## src/rtl/sfr_pkg.sv

```systemverilog
package sfr_pkg;
  localparam int FRAME_BITS = 24;
  localparam int STAT_BITS  = 4;
  localparam int RES_BITS   = FRAME_BITS - STAT_BITS;
  localparam int CNT_W      = $clog2(FRAME_BITS + 1);

  typedef enum logic [1:0] {
    ST_PWRUP = 2'd0,
    ST_POLL  = 2'd1,
    ST_HI    = 2'd2,
    ST_LO    = 2'd3
  } rd_state_t;
endpackage

```

## src/rtl/sfr_tick.sv

```systemverilog
module sfr_tick #(
  parameter int DIV_W    = 8,
  parameter int MIN_HALF = 4,
  parameter int DEF_HALF = 32
) (
  input  logic             clk,
  input  logic             rst,
  input  logic [DIV_W-1:0] half_i,
  output logic             tick_o
);
  logic [DIV_W-1:0] cnt;
  logic [DIV_W-1:0] lim;

  always_comb begin
    if (half_i == '0)                       lim = DIV_W'(DEF_HALF - 1);
    else if (half_i < DIV_W'(MIN_HALF))     lim = DIV_W'(MIN_HALF - 1);
    else                                    lim = half_i - 1'b1;
  end

  always_ff @(posedge clk) begin
    if (rst) begin
      cnt    <= '0;
      tick_o <= 1'b0;
    end else if (cnt >= lim) begin
      cnt    <= '0;
      tick_o <= 1'b1;
    end else begin
      cnt    <= cnt + 1'b1;
      tick_o <= 1'b0;
    end
  end


  tick_spacing_chk: assert property (@(posedge clk) disable iff (rst)
    tick_o |=> !tick_o);
endmodule

```

## src/rtl/sfr_shift.sv

```systemverilog
module sfr_shift #(
  parameter int W = 24
) (
  input  logic         clk,
  input  logic         rst,
  input  logic         clr_i,
  input  logic         en_i,
  input  logic         bit_i,
  output logic [W-1:0] data_o
);
  always_ff @(posedge clk) begin
    if (rst || clr_i) data_o <= '0;
    else if (en_i)    data_o <= {data_o[W-2:0], bit_i};
  end


  shift_clear_chk: assert property (@(posedge clk) disable iff (rst)
    clr_i |=> (data_o == '0));
endmodule

```

## src/rtl/sdo_frame_reader.sv

```systemverilog
module sdo_frame_reader
  import sfr_pkg::*;
#(
  parameter int DIV_W        = 8,
  parameter int LEN_W        = 5,
  parameter int MIN_HALF     = 4,
  parameter int DEF_HALF     = 32,
  parameter int PWRUP_CYCLES = 125000
) (
  input  logic                  clk,
  input  logic                  rst,
  input  logic                  sdo_i,
  input  logic [DIV_W-1:0]      half_period_i,
  input  logic [LEN_W-1:0]      frame_len_i,
  output logic                  sck_o,
  output logic [FRAME_BITS-1:0] frame_o,
  output logic [STAT_BITS-1:0]  status_o,
  output logic [RES_BITS-1:0]   result_o,
  output logic                  result_valid_o,
  output logic                  eoc_err_o
);
  localparam int PW_W = $clog2(PWRUP_CYCLES + 1);

  rd_state_t             state;
  logic [PW_W-1:0]       pw_cnt;
  logic [CNT_W-1:0]      bit_cnt, bit_nxt, len_q, len_eff;
  logic                  pub_pend;
  logic                  tick;
  logic [1:0]            sdo_sync;
  logic                  sdo_s;
  logic                  start_frame, shift_now;
  logic [FRAME_BITS-1:0] sh_data;

  always_ff @(posedge clk) begin
    if (rst) sdo_sync <= 2'b11;
    else     sdo_sync <= {sdo_sync[0], sdo_i};
  end
  assign sdo_s = sdo_sync[1];

  sfr_tick #(.DIV_W(DIV_W), .MIN_HALF(MIN_HALF), .DEF_HALF(DEF_HALF)) i_tick (
    .clk(clk), .rst(rst), .half_i(half_period_i), .tick_o(tick));

  assign start_frame = (state == ST_POLL) && tick && !sdo_s;
  assign shift_now   = (state == ST_HI) && tick;
  assign bit_nxt     = bit_cnt + 1'b1;

  always_comb begin
    if (frame_len_i == '0 || frame_len_i >= LEN_W'(FRAME_BITS)) len_eff = CNT_W'(FRAME_BITS);
    else                                                         len_eff = CNT_W'(frame_len_i);
  end

  sfr_shift #(.W(FRAME_BITS)) i_shift (
    .clk(clk), .rst(rst), .clr_i(start_frame), .en_i(shift_now),
    .bit_i(sdo_s), .data_o(sh_data));

  always_ff @(posedge clk) begin
    if (rst) begin
      state          <= ST_PWRUP;
      pw_cnt         <= '0;
      sck_o          <= 1'b0;
      bit_cnt        <= '0;
      len_q          <= CNT_W'(FRAME_BITS);
      pub_pend       <= 1'b0;
      result_valid_o <= 1'b0;
      frame_o        <= '0;
      eoc_err_o      <= 1'b0;
    end else begin
      result_valid_o <= 1'b0;
      pub_pend       <= 1'b0;
      if (pub_pend) begin
        frame_o        <= sh_data << (CNT_W'(FRAME_BITS) - len_q);
        result_valid_o <= 1'b1;
      end
      case (state)
        ST_PWRUP: begin
          if (pw_cnt == PW_W'(PWRUP_CYCLES - 1)) state <= ST_POLL;
          else                                   pw_cnt <= pw_cnt + 1'b1;
        end
        ST_POLL: begin
          if (start_frame) begin
            sck_o   <= 1'b1;
            bit_cnt <= '0;
            len_q   <= len_eff;
            state   <= ST_HI;
          end
        end
        ST_HI: begin
          if (tick) begin
            sck_o   <= 1'b0;
            bit_cnt <= bit_nxt;
            if (bit_cnt == '0 && sdo_s) eoc_err_o <= 1'b1;
            if (bit_nxt == len_q)       pub_pend  <= 1'b1;
            state <= (bit_nxt == CNT_W'(FRAME_BITS)) ? ST_POLL : ST_LO;
          end
        end
        default: begin
          if (tick) begin
            sck_o <= 1'b1;
            state <= ST_HI;
          end
        end
      endcase
    end
  end

  assign status_o = frame_o[FRAME_BITS-1 -: STAT_BITS];
  assign result_o = frame_o[RES_BITS-1:0];


  pwrup_low_chk: assert property (@(posedge clk) disable iff (rst)
    (state == ST_PWRUP) |-> !sck_o);

  idle_high_chk: assert property (@(posedge clk) disable iff (rst)
    (state == ST_POLL && sdo_s) |=> !sck_o);

  sck_on_tick_chk: assert property (@(posedge clk) disable iff (rst)
    !tick |=> $stable(sck_o));

  bit_range_chk: assert property (@(posedge clk) disable iff (rst)
    bit_cnt <= CNT_W'(FRAME_BITS));

  valid_pulse_chk: assert property (@(posedge clk) disable iff (rst)
    result_valid_o |=> !result_valid_o);

  err_sticky_chk: assert property (@(posedge clk) disable iff (rst)
    eoc_err_o |=> eoc_err_o);
endmodule

```

## config.mk

```make
export PLATFORM = sky130hd
export DESIGN_NAME = sdo_frame_reader
export DESIGN_NICKNAME = d
export VERILOG_FILES = /design/src/rtl/sfr_pkg.sv /design/src/rtl/sfr_tick.sv /design/src/rtl/sfr_shift.sv /design/src/rtl/sdo_frame_reader.sv
export SDC_FILE = /design/constraint.sdc
export NUM_CORES = 1
export LEC_CHECK = 0
export BUFFER_PORTS_ARGS = -buffer_cell sky130_fd_sc_hd__buf_4
export CAP_MARGIN = 0
export CORE_ASPECT_RATIO = 2
export CORE_MARGIN = 2
export CORE_UTILIZATION = 53
export CTS_CLUSTER_SIZE = 24
export DETAILED_ROUTE_END_ITERATION = 16
export PLACE_DENSITY = 0.77
export SLEW_MARGIN = 40
export SYNTH_ARGS = -nofsm -noshare
export SYNTH_HDL_FRONTEND = slang
export SYNTH_SLANG_ARGS = --single-unit
```

## constraint.sdc

```tcl
create_clock -name clk -period 3.1 [get_ports clk]
set_input_delay 0.465 -clock clk [delete_from_list [all_inputs] [get_ports clk]]
set_output_delay 0.465 -clock clk [all_outputs]
set_load 0.005 [all_outputs]
```

==> reports/results.tsv <==
metric	value	unit
synth.area.top_cells	dfxtp_1, mux4_2, nand2_1	
timing.hold.worst.start	sdo_i	
synth_seq_cells	92	
slew-limit-headroom	48.8	%
wl_per_cell	16.0	um
finalSetupViolCount	0	
design.portCount	67	
grt.overflow.total	0	
layout-drive-gt1-share	20.5	%
clock_tree.buffer_depth	2	
antenna_diodes	0	
synth_largest_type_area_fraction	34.8	%
startpoint_type	input pin	
synth_enable_flop_cells	0	
std_cell_rows	51	
fp.coreArea	9700	sq um
synth_warnings	0	
via_count	4495	
required	3.36	ns
antenna_found_initial	0	
detailedPlace.worstSlack	-0.129	ns
global_route_wire_length_before_repair	20600	um
final_setup_slack_of_the_worst_path	0.224	ns
tightest_slew	0.760	ns
cts_repair_resize_count	0	
criticalPathCategory	input pin to register	
crit_buf_inv	1	
hold_slack	0.302	ns
p_per_area	409	nW/um^2
drv_slew	0	
critical_path_arrival	3.14	ns
maxCapViolCount	0	
reg2reg_to	frame_o[22]	
synthMostInstantiatedCell	nand2_1	
register_to_register_path_setup_slack	0.53	ns
area_growth	14.1	%
irDropWorstVdd	307	uV
dieHeight	145	um
dp_hpwl	9700	um
synth_top_cell_by_area	dfxtp_1	
hold_viol_final	0	
first_pass_iters	4	
clkLatencyLatePin	0.34	ns
die-width	74.6	um
hold_path.class	input pin to register	
min_period_over_period	92.8	%
drcViolationCount	0	
synth.yosys.seq_area_share	34.8	%
design.final.nets	682	
ctsHtreeMaxLevel	3	
p_leak	2.34	nW
synth.net_count	648	
netlist_instances	616	
critical_path.top_delay_family	simple AND/OR/NAND/NOR gates	
worstPathCellList	buf_4, or3_1, or3_1, or3_1, o21ai_0, ha_1, a21o_1, a21o_1, a21oi_1, o21ai_0, a21o_1, nor3_1	
end_kind	register	
dieArea	10800	sq um
outcome	complete, no violations	
timing.fmax	348	MHz
via_count_of_the_first_global_routing_pass	4420	
ff2ff_path_depth	8	
synth_flop_cell	dfxtp_1	
worstHoldEndpoint	sdo_sync[0]	
setup_repair_after_global_routing_missed_its_margin	no	
start_util	54.5	%
netlist_top_cells_count	nand2_1, dfxtp_1, nor2_1	
synthesized_area_divided_by_synthesized_cell_count	8.58	sq um
async_flop_share	0	%
drt_iter0_markers	256	
clock_skew	0.00538	ns
synth.cell_area	5290	sq um
grt_start_max_net_pins	36	
r2r_start	len_q[1]	
nFillCells	874	
drt_wl_total	12500	um
ctsHoldBuffers	0	
post_drt_via_cell_ratio	5.72	
worst_setup_hold_path_clk_slew	0.06	ns
drt.antenna.violating_nets	0	
cts_buffers	9	
place.gp.congestion	0.889	
clock_sink_count	92	
portBuffers	66	
critical_path.max_fanout	9	
hold_path_depth	2	
final_period_minus_worst_setup_slack	2.88	ns
cpPeakStageDelay	0.39	ns
post_cts.repair.setup_buffers	0	
cts_tree	built	
cp_slowest_cell	or3_1	
cell_variety_after_synth	56	
groute.usage.overall	24.2	%
clockRootBuffer	clkbuf_16	
## kinds of logic after synthesis
kind of cell               Yosys count  share of synthesized area, %
and+or+nand+nor                    250                          22.2
AOI/OAI and AO/OA                  113                          13.5
DFF                                 92                          34.8
buffers and inverters               69                          7.53
muxes                               39                          12.1
xor gates and xnor gates            37                          6.13
adders and majority gates           16                          3.79
## worst max-delay path by stage
stage                     start            end  slack, ns  depth (start not counted)
2_1_floorplan  half_period_i[3]  i_tick.tick_o       0.11                         12
3_3_place_gp   half_period_i[3]  i_tick.tick_o      -0.04                         12
6_report       half_period_i[3]  i_tick.cnt[7]       0.22                         12
4_1_cts        half_period_i[3]  i_tick.cnt[7]       0.22                         12
3_5_place_dp   half_period_i[3]  i_tick.cnt[7]      -0.13                         12
5_1_grt        half_period_i[3]  i_tick.cnt[1]       0.09                         12
## power by group
group          internal (W)  total (W)  switching [W]
Sequential          0.00119    0.00120      0.0000102
Clock              0.000708    0.00117       0.000463
Combinational     0.0000412  0.0000942      0.0000530
## cells in the final DEF (no fill, tap or decap), types with 4 or more instances in the layout
| cell type | netlist | layout |
|---|---|---|
| nor2_1 | 48 | 47 |
| buf_4 | 25 | 83 |
| inv_1 | 9 | 9 |
| ha_1 | 16 | 16 |
| xor2_1 | 22 | 22 |
| and3_1 | 8 | 8 |
| nand3b_1 | 4 | 4 |
| o21ai_0 | 23 | 23 |
| nand3_1 | 25 | 25 |
| dfxtp_1 | 92 | 92 |
| nand2b_1 | 6 | 5 |
| mux2i_1 | 13 | 13 |
| mux4_2 | 19 | 19 |
| a21oi_1 | 46 | 46 |
| a211oi_1 | 4 | 4 |
| a22oi_1 | 4 | 4 |
| mux2_2 | 7 | 7 |
| clkbuf_16 | 0 | 9 |
| nand2_1 | 103 | 103 |
| nor3_1 | 19 | 19 |
| or3_1 | 7 | 7 |
| xnor2_1 | 15 | 15 |
| or2_2 | 4 | 4 |
| o41ai_1 | 4 | 4 |
| nor2b_1 | 5 | 5 |
| o221ai_1 | 4 | 4 |
| a21o_1 | 7 | 7 |
## per-stage QoR
step	power [W]	utilization, %	instances	instance area, sq um	setup TNS, ns
6_report	0.00246	62.2	786	6030	0
5_1_grt	0.00255	62.2	786	6030	0
4_1_cts	0.00248	62.1	786	6020	0
3_5_place_dp	0.00132	58.9	771	5710	-0.867
3_3_place_gp	0.00132	58.9	771	5710	-0.147
2_1_floorplan	0.00128	-	616	5290	0
## worst reg2reg max path, cell delays in order (launching register included)
cell	delay (ns)
dfxtp_1	0.46
inv_1	0.07
ha_1	0.53
buf_4	0.29
mux4_2	0.37
mux2_2	0.28
a22oi_1	0.21
o211a_1	0.18
nor3_1	0.05
## state kept, by name, indices dropped and copies added (netlist names), 2 cells and up
signal          cells
pw_cnt             17
sdo_sync            2
i_tick.cnt          8
state               2
frame_o            24
len_q               5
bit_cnt             5
i_shift.data_o     24
## area by class of cell
class | count | area [sq um] | area share (%)
Clock buffer | 10 | 229 | 3.80
Inverter | 9 | 33.8 | 0.560
Sequential cell | 92 | 1840 | 30.5
Tap cell | 132 | 165 | 2.74
Multi-Input combinational cell | 455 | 3050 | 50.6
Clock inverter | 5 | 86.3 | 1.43
Timing Repair Buffer | 83 | 623 | 10.3
## routing by layer
layer	share of wire [%]	routed length, um	track usage [%]
met2	59	7370	46.6
met1	35	4370	23.4
met5	0	0	0
met3	2.6	329	4.03
met4	3.7	470	10.8
Note: power is estimated with default switching activity, not from simulation.
